`src/rtl/stall_guard_pkg.sv`:
```
package stall_guard_pkg;
  typedef enum logic [1:0] {
    SG_INIT  = 2'd0,
    SG_RUN   = 2'd1,
    SG_STALL = 2'd2
  } sg_state_e;
endpackage

```
`src/rtl/sg_change_det.sv`:
```
module sg_change_det #(
  parameter int WIDTH = 1
) (
  input  logic             clk,
  input  logic             rst_n,
  input  logic [WIDTH-1:0] lvl_i,
  output logic             chg_o
);
  logic [WIDTH-1:0] prev_q;

  always_ff @(posedge clk or negedge rst_n) begin
    if (!rst_n) prev_q <= '0;
    else        prev_q <= lvl_i;
  end

  assign chg_o = (lvl_i != prev_q);
endmodule

```
`src/rtl/sg_zero_det.sv`:
```
module sg_zero_det #(
  parameter int ZERO_CYC = 125000,
  parameter int NCH      = 2
) (
  input  logic           clk,
  input  logic           rst_n,
  input  logic [NCH-1:0] idle_i,
  output logic           zero_o,
  output logic           rise_o
);
  localparam int ZW = $clog2(ZERO_CYC + 1);
  localparam logic [ZW-1:0] ZMAX = ZW'(ZERO_CYC);

  logic [NCH-1:0] sat;
  logic           zero_q;

  for (genvar c = 0; c < NCH; c++) begin : g_ch
    logic [ZW-1:0] cnt_q;
    always_ff @(posedge clk or negedge rst_n) begin
      if (!rst_n)            cnt_q <= '0;
      else if (!idle_i[c])   cnt_q <= '0;
      else if (cnt_q != ZMAX) cnt_q <= cnt_q + 1'b1;
    end
    assign sat[c] = (cnt_q == ZMAX);
  end

  assign zero_o = |sat;

  always_ff @(posedge clk or negedge rst_n) begin
    if (!rst_n) zero_q <= 1'b0;
    else        zero_q <= zero_o;
  end

  assign rise_o = zero_q & ~zero_o;

  // with no idle channel at an edge, zero duty is gone after it
  assert_zero_needs_idle_R2: assert property (@(posedge clk) disable iff (!rst_n)
    (idle_i == '0) |=> !zero_o);
endmodule

```
`src/rtl/sg_stall_timer.sv`:
```
module sg_stall_timer #(
  parameter int STALL_CYC = 100000000
) (
  input  logic clk,
  input  logic rst_n,
  input  logic clear_i,
  input  logic run_i,
  input  logic hall_chg_i,
  output logic expire_o
);
  localparam int SW = $clog2(STALL_CYC + 1);
  localparam logic [SW-1:0] SLIM = SW'(STALL_CYC - 1);

  logic [SW-1:0] cnt_q;

  always_ff @(posedge clk or negedge rst_n) begin
    if (!rst_n)          cnt_q <= '0;
    else if (clear_i)    cnt_q <= '0;
    else if (hall_chg_i) cnt_q <= '0;
    else if (run_i)      cnt_q <= cnt_q + 1'b1;
  end

  assign expire_o = run_i & ~hall_chg_i & ~clear_i & (cnt_q == SLIM);

  // a frozen timer keeps its count
  assert_freeze_R11: assert property (@(posedge clk) disable iff (!rst_n)
    (!run_i && !clear_i && !hall_chg_i) |=> $stable(cnt_q));
endmodule

```
`src/rtl/sg_latch_ctrl.sv`:
```
module sg_latch_ctrl
  import stall_guard_pkg::*;
#(
  parameter int RESTART_CYC = 50000
) (
  input  logic      clk,
  input  logic      rst_n,
  input  logic      uv_i,
  input  logic      brake_i,
  input  logic      psave_i,
  input  logic      dir_tog_i,
  input  logic      zero_i,
  input  logic      rise_i,
  input  logic      expire_i,
  output sg_state_e state_o
);
  localparam int RW = $clog2(RESTART_CYC + 1);
  localparam logic [RW-1:0] RLIM = RW'(RESTART_CYC - 1);

  sg_state_e     st_q;
  logic [RW-1:0] rcnt_q;
  logic          arm_q;

  always_ff @(posedge clk or negedge rst_n) begin
    if (!rst_n) begin
      st_q   <= SG_INIT;
      rcnt_q <= '0;
      arm_q  <= 1'b0;
    end else begin
      arm_q <= (st_q == SG_STALL) & (arm_q | zero_i);
      case (st_q)
        SG_INIT: begin
          if (uv_i || brake_i) rcnt_q <= '0;
          else if (rcnt_q == RLIM) begin
            st_q   <= SG_RUN;
            rcnt_q <= '0;
          end else rcnt_q <= rcnt_q + 1'b1;
        end
        SG_RUN: begin
          rcnt_q <= '0;
          if (uv_i)          st_q <= SG_INIT;
          else if (expire_i) st_q <= SG_STALL;
        end
        SG_STALL: begin
          rcnt_q <= '0;
          if (uv_i)                              st_q <= SG_INIT;
          else if (brake_i)                      st_q <= psave_i ? SG_INIT : SG_RUN;
          else if (dir_tog_i || (arm_q && rise_i)) st_q <= SG_RUN;
        end
        default: begin
          st_q   <= SG_INIT;
          rcnt_q <= '0;
        end
      endcase
    end
  end

  assign state_o = st_q;

  // undervoltage always lands in restart pending
  assert_uv_restart_R10: assert property (@(posedge clk) disable iff (!rst_n)
    uv_i |=> (st_q == SG_INIT));
  // direction flip releases a stall straight to driving
  assert_dir_release_R7: assert property (@(posedge clk) disable iff (!rst_n)
    (st_q == SG_STALL && dir_tog_i && !uv_i && !brake_i) |=> (st_q == SG_RUN));
  // brake in power-saving mode releases into the restart delay
  assert_brake_psave_R8: assert property (@(posedge clk) disable iff (!rst_n)
    (st_q == SG_STALL && brake_i && psave_i && !uv_i) |=> (st_q == SG_INIT));
  // with no release cause the latch holds, whatever the temperature
  assert_latch_hold_R10: assert property (@(posedge clk) disable iff (!rst_n)
    (st_q == SG_STALL && !uv_i && !brake_i && !dir_tog_i && !(arm_q && rise_i))
      |=> (st_q == SG_STALL));
endmodule

```
`src/rtl/stall_guard.sv`:
```
module stall_guard
  import stall_guard_pkg::*;
#(
  parameter int STALL_CYC   = 100000000,
  parameter int ZERO_CYC    = 125000,
  parameter int RESTART_CYC = 50000
) (
  input  logic       clk,
  input  logic       rst_n,
  input  logic [2:0] hall_i,
  input  logic       pwm_off_i,
  input  logic       ana_zero_i,
  input  logic       brake_i,
  input  logic       dir_i,
  input  logic       uv_i,
  input  logic       ot_i,
  input  logic       psave_i,
  output logic       stall_o,
  output logic       low_inhibit_o,
  output logic       zero_duty_o,
  output logic       hall_bias_en_o,
  output logic       restart_pend_o
);
  logic      hall_chg, dir_tog, zero, rise, expire, run;
  sg_state_e st;

  sg_change_det #(.WIDTH(3)) u_hall_chg (
    .clk(clk), .rst_n(rst_n), .lvl_i(hall_i), .chg_o(hall_chg));

  sg_change_det #(.WIDTH(1)) u_dir_chg (
    .clk(clk), .rst_n(rst_n), .lvl_i(dir_i), .chg_o(dir_tog));

  sg_zero_det #(.ZERO_CYC(ZERO_CYC), .NCH(2)) u_zero (
    .clk(clk), .rst_n(rst_n), .idle_i({ana_zero_i, pwm_off_i}),
    .zero_o(zero), .rise_o(rise));

  assign run = (st == SG_RUN) & ~brake_i & ~zero & ~ot_i;

  sg_stall_timer #(.STALL_CYC(STALL_CYC)) u_timer (
    .clk(clk), .rst_n(rst_n), .clear_i(st != SG_RUN), .run_i(run),
    .hall_chg_i(hall_chg), .expire_o(expire));

  sg_latch_ctrl #(.RESTART_CYC(RESTART_CYC)) u_ctrl (
    .clk(clk), .rst_n(rst_n), .uv_i(uv_i), .brake_i(brake_i), .psave_i(psave_i),
    .dir_tog_i(dir_tog), .zero_i(zero), .rise_i(rise), .expire_i(expire),
    .state_o(st));

  assign stall_o        = (st == SG_STALL);
  assign restart_pend_o = (st == SG_INIT);
  assign zero_duty_o    = zero;
  assign low_inhibit_o  = stall_o | restart_pend_o | ot_i;
  assign hall_bias_en_o = psave_i ? ~(brake_i | zero | stall_o) : 1'b1;

  // a latched stall always holds the low side off
  assert_inhibit_on_stall_R4: assert property (@(posedge clk) disable iff (!rst_n)
    stall_o |-> low_inhibit_o);
  // a new stall can only come out of the driving state
  assert_stall_from_drive_R3: assert property (@(posedge clk) disable iff (!rst_n)
    $rose(stall_o) |-> $past(!restart_pend_o && !brake_i && !ot_i));
endmodule

```
`config.mk`:
```
export PLATFORM = sky130hd
export DESIGN_NAME = stall_guard
export DESIGN_NICKNAME = d
export VERILOG_FILES = /design/src/rtl/stall_guard_pkg.sv /design/src/rtl/sg_change_det.sv /design/src/rtl/sg_zero_det.sv /design/src/rtl/sg_stall_timer.sv /design/src/rtl/sg_latch_ctrl.sv /design/src/rtl/stall_guard.sv
export SDC_FILE = /design/constraint.sdc
export NUM_CORES = 1
export LEC_CHECK = 0
export ABC_CLOCK_PERIOD_IN_PS = 3170
export CORE_ASPECT_RATIO = 0.5
export CORE_MARGIN = 2
export CORE_UTILIZATION = 65
export CTS_BUF_LIST = sky130_fd_sc_hd__clkbuf_8
export CTS_CLUSTER_DIAMETER = 80
export CTS_CLUSTER_SIZE = 30
export DETAILED_ROUTE_END_ITERATION = 16
export PLACE_DENSITY_LB_ADDON = 0.08
export SETUP_SLACK_MARGIN = 0.4
export SKIP_LAST_GASP = 1
export SLEW_MARGIN = 20
export SYNTH_ARGS = -nofsm -noshare
export SYNTH_HDL_FRONTEND = slang
export SYNTH_SLANG_ARGS = --single-unit
```
`constraint.sdc`:
```
create_clock -name clk -period 3.17 [get_ports clk]
set_input_delay 0.634 -clock clk [delete_from_list [all_inputs] [get_ports clk]]
set_output_delay 0.634 -clock clk [all_outputs]
set_load 0.02 [all_outputs]
```
==> impl_results.md, run 1 <==
* Synth area leaders: dfrtp_1, xnor2_1, xor2_1, nand3_1, and2_1
* Rel. slew slack at 50.1%
* Routed wl met2 at 4.21 mm
* Cell count after synthesis at approximately 440
* CP Launch Type: flip-flop
* Non-Filler Instances at around 560
* I/O Pins at 17
* Worst slew pin tran at about 750 ps
* DR pass1 iterations at 4
* Syn Nets at roughly 460
* Synthesized cell area at about 4400 µm²
* Clock root buffer: clkbuf_8
* Crit end category: output port
* Worst-skew pair later-pin latency at about 360 ps
* CP arrival at between 1500 and 2000 ps
* Post-synth top area cell: dfrtp_1
* Clock Skews at between 10 and 15 ps
* Worst-path clk slew at roughly 80 ps
* Full die area at ~7500 µm²
* Met3 WL at ~400 µm
* Share of cells above drive strength 1 at under 10%
* Synthesized flop and latch total at between 80 and 90
* Ys flop type: dfrtp_1
* Max_cap viols at 0
* Critical path peak fanout at 4
* Area of the multi-input gates at around 2200 µm²
* Leak pwr at ~0.0020 µW
* Switch Pwr at roughly 460 µW
* Compound-cell area share of the yosys netlist at 6.24%
* Cts hold-fix bufs at 0
* Adder-Cell Fraction of Synth Area at under 10%
* Largest net degree at the start of global routing at 86
* Post-route minimum period at between 2000 and 3000 ps
* Post-synth top area share at ~48%
* Inst Count DP at 540
* Most common cell in the netlist: dfrtp_1
* Final Cell Area at a little under 5000 µm²
* YS warnings at 0
* Max Fclk at 381 MHz
* Wire per inst at approximately 15 µm
* Fin. max-slew vios at 0
* Starting DRT DRC Count at 282
* Global-route wire length before repair at 14.5 mm
* Clock Power Share at 35.0%
* Seq/Total Area, Yosys at roughly half
* # DRC at 0
* Area delta synth->final at 9.38%
* Combinational power share at slightly below 6%
* Initial antenna violation count at 0
* Internal power at between 1000 and 1500 µW
* Setup TNS at 0 ps
* Core area at 6620 µm²
* CP Class: flip-flop to output port
* Met1 WL at about 3.8 mm
* Vias in the first global route at between 3000 and 4000
* Avg Cell Area, Syn at about 10 µm²
* # clock sinks at 85
* Sw Ratio at around 25%
* Placed Area at between 4000 and 5000 µm²
* Final Util at between 70% and 80%
* # rows at 21
* Highest routed layer: met4
* GP Congestion at about 0.84
* Nets at 478
* Reg area at 2130 µm²
* Detail Placement HPWL at 5.85 mm
* Synth Area in Simple Gates at between 20% and 30%
* Hold Violations, Final at 0
* Final antenna-violating net count at 0
* Initial Util at 66.6%
* Post-Route WL at between 8 and 9 mm
* Port Buffer Count at 16
* FF-to-FF setup slack at 790 ps
* Synth cell types at 50
* CTS tree: done
* Die width at around 120 µm
* Synth top cells by count: dfrtp_1, nor2_1, nand3_1
* GRT overflow at 0
* Ant diodes at 0
* Fraction of registers with async set/reset at 100%
* RSZ-0062 raised after global routing: no
* XOR/XNOR share of the synthesized area at 11.1%
* Register-to-Register Path Depth at 8
* Worst IR Drop VDD at ~0.00034 V
* Mux contribution to synthesized area at less than 1%
* Largest family of logic cells by synthesized area: simple AND/OR/NAND/NOR gates
* Final period utilization at 82.8%
* PD cells at 389 nW/µm²
* Fillers at between 400 and 500
* Outcome: finished clean
* CTS H-Tree Depth at 3
* Total power draw at approximately 1900 µW
* Post-synth EDFFs at 0
* Total number of vias at about 3300
* Sequential Power Share at about three fifths
* Max Root-Sink Buffers at 2
* Clock buffer count from CTS at 9
* Vias/cell at between 5 and 6
* Die H at roughly 62 µm
* HP Class: input port to async pin
* Total GRT Usage at between 20% and 30%
* Critical Path RT at roughly 2500 ps
* Setup violators final at 0
-- layer usage --
metal,up-vias,track usage (%)
met5,-,0
met4,0,7.85
met3,10,7.72
met2,61,41.7
met1,1621,30.1
li1,1588,-
-- per-stage QoR --
step	hold slack, ps	setup WS, ps
after global placement	467	372
after global routing	365	441
final	305	544
after detailed placement	475	287
after floorplan	338	763
after CTS	485	360
-- logic make-up (layout without fill, tap and decap cells) --
group | after synthesis | after routing
simple gates | 223 | 223
flops | 85 | 85
xor+xnor | 56 | 56
compound gates | 44 | 44
buf+inv | 21 | 49
fa+ha+maj | 6 | 6
mux | 2 | 2
-- repair_timing --
item,CTS,global route
gates resized for setup,2,5
setup endpoints to repair,2,2
endpoints found under the hold margin,0,0
buffers inserted,0,1
pin swaps,0,2
-- sequential cells by signal, summed over array words and instances (netlist names) --
name,cells
u_hall_chg.prev_q,3
u_zero.zero_q,1
u_dir_chg.prev_q,1
u_zero.g_ch.cnt_q,34
u_timer.cnt_q,27
u_ctrl.arm_q,1
u_ctrl.rcnt_q,16
u_ctrl.state_o,2
-- placed cells by master (no fill, tap or decap), drive strengths merged, types with 5 or more instances in the layout --
cell type	instances
dfrtp	85
clkdlybuf4s50	13
nor2	41
xor2	22
nor3	9
or3	7
and3	8
ha	6
clkbuf	10
nand3	38
and2	25
and4	5
o31ai	9
nand2	25
nand4	16
nor4bb	7
or4	9
a21oi	17
o21ai	7
inv	14
buf	6
xnor2	34
nor2b	10
nor4	6
-- final cells by class --
class	instances	area share, %
Clock buffer	9	2.57
Clock inverter	7	0.726
Inverter	12	0.933
Multi-Input combinational cell	331	45.3
Sequential cell	85	44.1
Tap cell	92	2.38
Timing Repair Buffer	21	3.99
-- worst max-delay path, stage by stage, from the launching register on --
cell and delay, ps:
dfrtp_1 410, inv_1 110, ha_1 160, nor4bb_2 300, nand4_2 170, nand2_2 130, dlygate4sd2_1 350
-- power by group through the flow --
stage               logic (µW)  registers, µW  clock network [µW]
global route               125           1110                 722
floorplan                 52.8           1130                   0
CTS                        111           1110                 674
global placement           105           1130                   0
detailed placement         111           1130                   0
finish                     109           1110                 656
-- worst paths after layout --
path	startpoint	endpoint
min reg2reg	u_ctrl.rcnt_q[0]	u_ctrl.rcnt_q[0]
max in group asynchronous	rst_n	u_timer.cnt_q[20]
min	rst_n	u_zero.g_ch[0].cnt_q[15]
max	u_zero.g_ch[1].cnt_q[0]	zero_duty_o
max reg2reg	u_zero.g_ch[1].cnt_q[0]	u_timer.cnt_q[26]
min in group clk	u_ctrl.rcnt_q[0]	u_ctrl.rcnt_q[0]
No activity file was read; power rests on OpenSTA's default activity.
==> inputs of run 2 (changes only) <==
--- a/config.mk
+++ b/config.mk
@@ -5,10 +5,10 @@
 export SDC_FILE = /design/constraint.sdc
 export NUM_CORES = 1
 export LEC_CHECK = 0
-export ABC_CLOCK_PERIOD_IN_PS = 3170
+export ABC_CLOCK_PERIOD_IN_PS = 2400
 export CORE_ASPECT_RATIO = 0.5
 export CORE_MARGIN = 2
-export CORE_UTILIZATION = 65
+export CORE_UTILIZATION = 57
 export CTS_BUF_LIST = sky130_fd_sc_hd__clkbuf_8
 export CTS_CLUSTER_DIAMETER = 80
 export CTS_CLUSTER_SIZE = 30
==> constraint.sdc (replaced) <==
create_clock -name clk -period 2.4 [get_ports clk]
set_input_delay 0.48 -clock clk [delete_from_list [all_inputs] [get_ports clk]]
set_output_delay 0.48 -clock clk [all_outputs]
set_load 0.02 [all_outputs]
==> run 2 against run 1 <==
Effect of this change: critical path depth increased by 2; setup slack worse by 390 ps; largest cell class unchanged; clock power grew 74%; cell count is 7.2% higher; sequential power grew 32%; via count increased by 5.2%; combinational power is 64% higher; register-to-register slack got worse by 570 ps; sequential share of layout area decreased by 4.3 points.
==> impl_results.md, run 2 (synthesis gave the netlist of run 1 again) <==
* Fillers at about 560
* Post-Route WL at around 9.1 mm
* Clock root buffer: clkbuf_8
* Critical Path RT at approximately 1900 ps
* Initial antenna violation count at 0
* CTS H-Tree Depth at 3
* # clock sinks at 85
* Core area at about 7400 µm²
* Worst IR Drop VDD at 0.000285 V
* Total number of vias at ~3400
* Crit path to: hall_bias_en_o
* Largest net degree at the start of global routing at 63
* GP Congestion at a little under 0.9
* Combinational power share at under 10%
* # rows at 22
* Crit end category: output port
* Final antenna-violating net count at 0
* FF-to-FF setup slack at about 220 ps
* Setup violators final at 0
* Outcome: finished clean
* CP Class: flip-flop to output port
* Commonest non-fill, non-tap cell in the layout: dfrtp_1
* Sw Ratio at 22.3%
* R2R Path Start: u_zero.g_ch[1].cnt_q[1]
* Ant diodes at 0
* Crit. Startpoint: u_zero.g_ch[1].cnt_q[1]
* Worst slew pin tran at around 600 ps
* DR pass1 iterations at 4
* Vias in the first global route at roughly 3500
* Clock buffer count from CTS at 9
* # DRC at 0
* Internal power at roughly 2200 µW
* Clock Skews at a little under 9 ps
* Initial Util at roughly three fifths
* Reg area at about 2100 µm²
* RSZ-0062 raised after global routing: yes
* Die width at 128 µm
* Clock Power Share at 40.9%
* Worst-path clk slew at about 80 ps
* Critical path peak fanout at 3
* Worst-skew pair later-pin latency at between 300 and 400 ps
* Final Cell Area at 5340 µm²
* HP Class: input port to async pin
* Fin. max-slew vios at 0
* Hold Violations, Final at 0
* Place WS at -222 ps
* Placed Area at 4880 µm²
* Top flop regs: u_zero.g_ch.cnt_q (34), u_timer.cnt_q (27), u_ctrl.rcnt_q (16)
* CP Launch Type: flip-flop
* Max Root-Sink Buffers at 2
* Cts hold-fix bufs at 0
* Detail Placement HPWL at 6.14 mm
* Commonest non-fill, non-tap cells in the layout: dfrtp_1, nor2_1, buf_4
* Post-route minimum period at roughly 2200 ps
* I/O Pins at 17
* Leak pwr at between 0.002 and 0.0025 µW
* Port Buffer Count at 16
* Max FFs per register at 34
* Full die area at between 8000 and 9000 µm²
* Sequential Power Share at between 50% and 60%
* CTS tree: done
* Vias/cell at 5.78
* Area delta synth->final at 21.1%
* Global-route wire length before repair at 15.8 mm
* Die H at ~66 µm
* Rel. slew slack at 59.5%
* PD cells at between 500 and 600 nW/µm²
* Worst reg2reg path endpoint: u_timer.cnt_q[18]
* Max_cap viols at 0
* Max Fclk at around 440 MHz
* CP arrival at around 1800 ps
* Share of cells above drive strength 1 at a little under a fifth
* PnR worst setup slack at 152 ps
* Nets at 514
* Largest reg by FF count: u_zero.g_ch.cnt_q
* Final period utilization at 93.7%
* Register-to-Register Path Depth at 9
* GRT overflow at 0
* Starting DRT DRC Count at 198
* Wire per inst at 15.2 µm
* Area of the multi-input gates at between 2000 and 2500 µm²
* Switch Pwr at between 600 and 700 µW
* Total GRT Usage at a little under a quarter
## run 2: cell type report
type                            count  area share (%)
Sequential cell                    85            39.8
Clock buffer                       11            2.83
Inverter                           12           0.843
Multi-Input combinational cell    331            43.5
Clock inverter                      5            1.40
Tap cell                           96            2.25
Timing Repair Buffer               57            9.37
## run 2: per-layer routing
layer | global-route usage, % | vias to the layer above | share of wire, %
met5 | 0 | - | 0
met4 | 6.59 | 0 | 0.96
met3 | 5.83 | 12 | 3.1
met2 | 42.8 | 53 | 51
met1 | 28.0 | 1717 | 45
li1 | - | 1667 | -
## run 2: worst min path at each step
stage                     cells after the start  slack (ps)   from                       end
final                                         1           9  rst_n  u_zero.g_ch[0].cnt_q[14]
after global routing                          1          20  rst_n          u_ctrl.rcnt_q[4]
after CTS                                     1           8  rst_n  u_zero.g_ch[0].cnt_q[14]
after detailed placement                      1         400  rst_n  u_zero.g_ch[0].cnt_q[15]
after global placement                        1         390  rst_n  u_zero.g_ch[0].cnt_q[13]
after floorplan                               0         180  rst_n              u_ctrl.arm_q
## run 2: per-stage QoR
step | cells | util (%) | setup TNS [ps] | power [µW] | hold WS [ps]
floorplan | 437 | - | 0 | 1560 | 184
global route | 597 | 72.2 | 0 | 2880 | 21.6
finish | 597 | 72.2 | 0 | 2780 | 9.04
CTS | 589 | 70.1 | 0 | 2800 | 8.01
global placement | 570 | 66.0 | -1320 | 1660 | 392
detailed placement | 570 | 66.0 | -2340 | 1660 | 399
## run 2: power by group through the flow
stage / Sequential, µW / Combinational, µW / Clock (µW)
floorplan: 1490 / 70.8 / 0
global placement: 1490 / 167 / 0
detailed placement: 1490 / 173 / 0
CTS: 1460 / 174 / 1170
global route: 1470 / 204 / 1210
finish: 1460 / 179 / 1140
## run 2: critical path, cell delays in order, from the launching register on
cell and delay [ps]:
dfrtp_1 360, inv_2 40, ha_2 160, nor4bb_2 160, buf_4 140, nand4_4 110, nand2_4 80, o31ai_4 220
buf_6 140
## run 2: what timing repair did
item / CTS / global route
endpoints found under the setup margin: 23 / 25
buffers inserted: 3 / 7
cloned: 0 / 1
resized for setup: 30 / 15
pin swaps: 6 / 6
==> inputs of run 3 (changes only) <==
--- a/config.mk
+++ b/config.mk
@@ -6,12 +6,11 @@
 export NUM_CORES = 1
 export LEC_CHECK = 0
 export ABC_CLOCK_PERIOD_IN_PS = 2400
-export CORE_ASPECT_RATIO = 0.5
 export CORE_MARGIN = 2
 export CORE_UTILIZATION = 57
 export CTS_BUF_LIST = sky130_fd_sc_hd__clkbuf_8
 export CTS_CLUSTER_DIAMETER = 80
-export CTS_CLUSTER_SIZE = 30
+export CTS_CLUSTER_SIZE = 40
 export DETAILED_ROUTE_END_ITERATION = 16
 export PLACE_DENSITY_LB_ADDON = 0.08
 export SETUP_SLACK_MARGIN = 0.4
==> run 3 against run 2 <==
Effect of this change: setup slack lost 57 ps; sequential share of layout area down 2.0 points; clock-buffer cell count fell by 2; cell area grew 5.4%; clock skew hardly changed; highest routed layer unchanged; critical path depth down 1; first-iteration DRC count is 19% higher; via count up 4.0%; sequential cell count is the same.
==> impl_results.md, run 3 (synthesis gave the netlist of run 1 again) <==
* GP Congestion at around 0.80
* Clock Power Share at around two fifths
* Total power draw at 2710 µW
* Vias in the first global route at 3396
* Die width at roughly 92 µm
* R2R Path Start: u_zero.g_ch[1].cnt_q[0]
* Critical Path RT at between 1500 and 2000 ps
* Ant diodes at 0
* Sequence of cells on the critical path: inv_2 > ha_4 > nor4bb_4 > nand4_1 > nand2_4 > buf_4 > buf_6
* Core area at around 7600 µm²
* PD cells at about 480 nW/µm²
* M1 GR Usage at 30.8%
* Sw Ratio at roughly 25%
* Busiest grt layer: met2
* # DRC at 0
* CP Launch Type: flip-flop
* Setup violators final at 0
* Die H at roughly 92 µm
* Worst slew pin tran at 669 ps
* DR pass1 iterations at 5
* Area delta synth->final at 27.6%
* Largest reg by FF count: u_zero.g_ch.cnt_q
* Largest net degree at the start of global routing at 53
* FF-to-FF setup slack at around 160 ps
* Critical path peak fanout at 3
* GRT met3 Usage at under 10%
* Top flop regs: u_zero.g_ch.cnt_q (34), u_timer.cnt_q (27), u_ctrl.rcnt_q (16)
* Share of cells above drive strength 1 at between 20% and 30%
* Full die area at about 8500 µm²
* Commonest non-fill, non-tap cell in the layout: dfrtp_1
* Internal power at between 2000 and 2500 µW
* Non-Filler Instances at roughly 630
* Crit end category: output port
* # rows at 32
* Post-Route WL at 9.89 mm
* Rel. slew slack at between 50% and 60%
* Sequential Power Share at between 50% and 60%
* I/O Pins at 17
* CTS H-Tree Depth at 3
* Register-to-Register Path Depth at 12
* Final Util at between 70% and 80%
* CP delay by family, top: simple AND/OR/NAND/NOR gates
* Final antenna-violating net count at 0
* Clock root buffer: clkbuf_8
* CP Buf/Inv Count at 3
* HP Class: input port to async pin
* Hold slack at between 100 and 150 ps
* CP Class: flip-flop to output port
* Worst reg2reg path endpoint: u_timer.cnt_q[20]
* Max FFs per register at 34
* Port Buffer Count at 16
* # clock sinks at 85
* Post-route minimum period at about 2300 ps
* Worst-path clk slew at 90 ps
* GRT overflow at 0
* PnR worst setup slack at roughly 95 ps
* Max Root-Sink Buffers at 2
* Total number of vias at 3587
* Commonest non-fill, non-tap cells in the layout: dfrtp_1, buf_4, nor2_1
* Outcome: finished clean
* Max Fclk at around 430 MHz
* Leak pwr at roughly 0.0024 µW
* Place WS at -175 ps
* RSZ-0062 raised after global routing: yes
* Inst Count DP at 581
* Slowest-stage cell, CP: dfrtp_1
* Global-route wire length before repair at 15.4 mm
* Hold Violations, Final at 0
* Final period utilization at 96.1%
* Combinational power share at around 7.0%
* Clock Skews at 8.70 ps
* Starting DRT DRC Count at about 240
* M2 GR Usage at about 38%
* Vias/cell at 5.68
* CTS tree: done
* Max_cap viols at 0
* Wire per inst at between 15 and 20 µm
* Worst-skew pair later-pin latency at 360 ps
* Worst IR Drop VDD at between 0.0003 and 0.0004 V
* CP arrival at between 1500 and 2000 ps
* Initial antenna violation count at 0
* Fin. max-slew vios at 0
* Crit-path max cell delay at 410 ps
* Nets at between 500 and 600
* Clock buffer count from CTS at 9
* Detail Placement HPWL at 5.94 mm
* Initial Util at between 50 and 60%
* Switch Pwr at 682 µW
* Total GRT Usage at between 20 and 25%
* Cts hold-fix bufs at 0
==> run 3: timing repair <==
action                                 4_1_cts  5_1_grt
gates cloned                                 0        1
buffers inserted                             6       28
resized for setup                           28       44
endpoints found under the hold margin        0        0
setup endpoints to repair                   23       23
pin swaps                                    6       15
==> run 3: metal layers <==
| layer | vias to the layer above | share of wire (%) | routed length (µm) |
|---|---|---|---|
| li1 | 1728 | - | - |
| met1 | 1765 | 45 | 4490 |
| met2 | 77 | 50 | 4910 |
| met3 | 17 | 3.3 | 324 |
| met4 | 0 | 1.6 | 157 |
| met5 | - | 0 | 0 |
==> run 3: layout make-up <==
type                       instances  area [µm²]
timing repair buffer              85         707
tap                              102         128
multi-input combinational        332        2420
clock inverter                     7        80.1
inverter                          12        45.0
fill                             528        1970
sequential                        85        2130
clock buffer                       9         124
==> run 3: per-stage QoR <==
step	TNS (ps)	instance area [µm²]
after CTS	0	5240
after global placement	-956	4930
after floorplan	0	4430
after detailed placement	-1900	4930
final	0	5630
after global routing	0	5630
==> run 3: power by group through the flow <==
stage               Clock (µW)  Sequential [µW]  Combinational (µW)
finish                    1060             1460                 189
global route              1140             1470                 214
CTS                       1080             1460                 180
detailed placement           0             1490                 174
global placement             0             1490                 171
floorplan                    0             1490                70.8
==> run 3: worst max-delay path by stage <==
stage,startpoint,end,slack (ps),cells after the start
after CTS,u_zero.g_ch[0].cnt_q[0],hall_bias_en_o,130,7
after detailed placement,brake_i,u_timer.cnt_q[26],-180,6
final,u_zero.g_ch[0].cnt_q[1],zero_duty_o,90,7
after global placement,brake_i,u_timer.cnt_q[22],-100,6
after global routing,u_zero.g_ch[0].cnt_q[1],zero_duty_o,8,7
after floorplan,u_zero.g_ch[1].cnt_q[0],hall_bias_en_o,410,6
==> run 3: worst register-to-register path, delay by kind of cell (launching register included) <==
| kind | cells | cell delay [ps] |
|---|---|---|
| compound gates | 1 | 120 |
| buf+inv | 6 | 800 |
| simple gates | 4 | 740 |
| flops | 1 | 390 |
| fa+ha+maj | 1 | 140 |
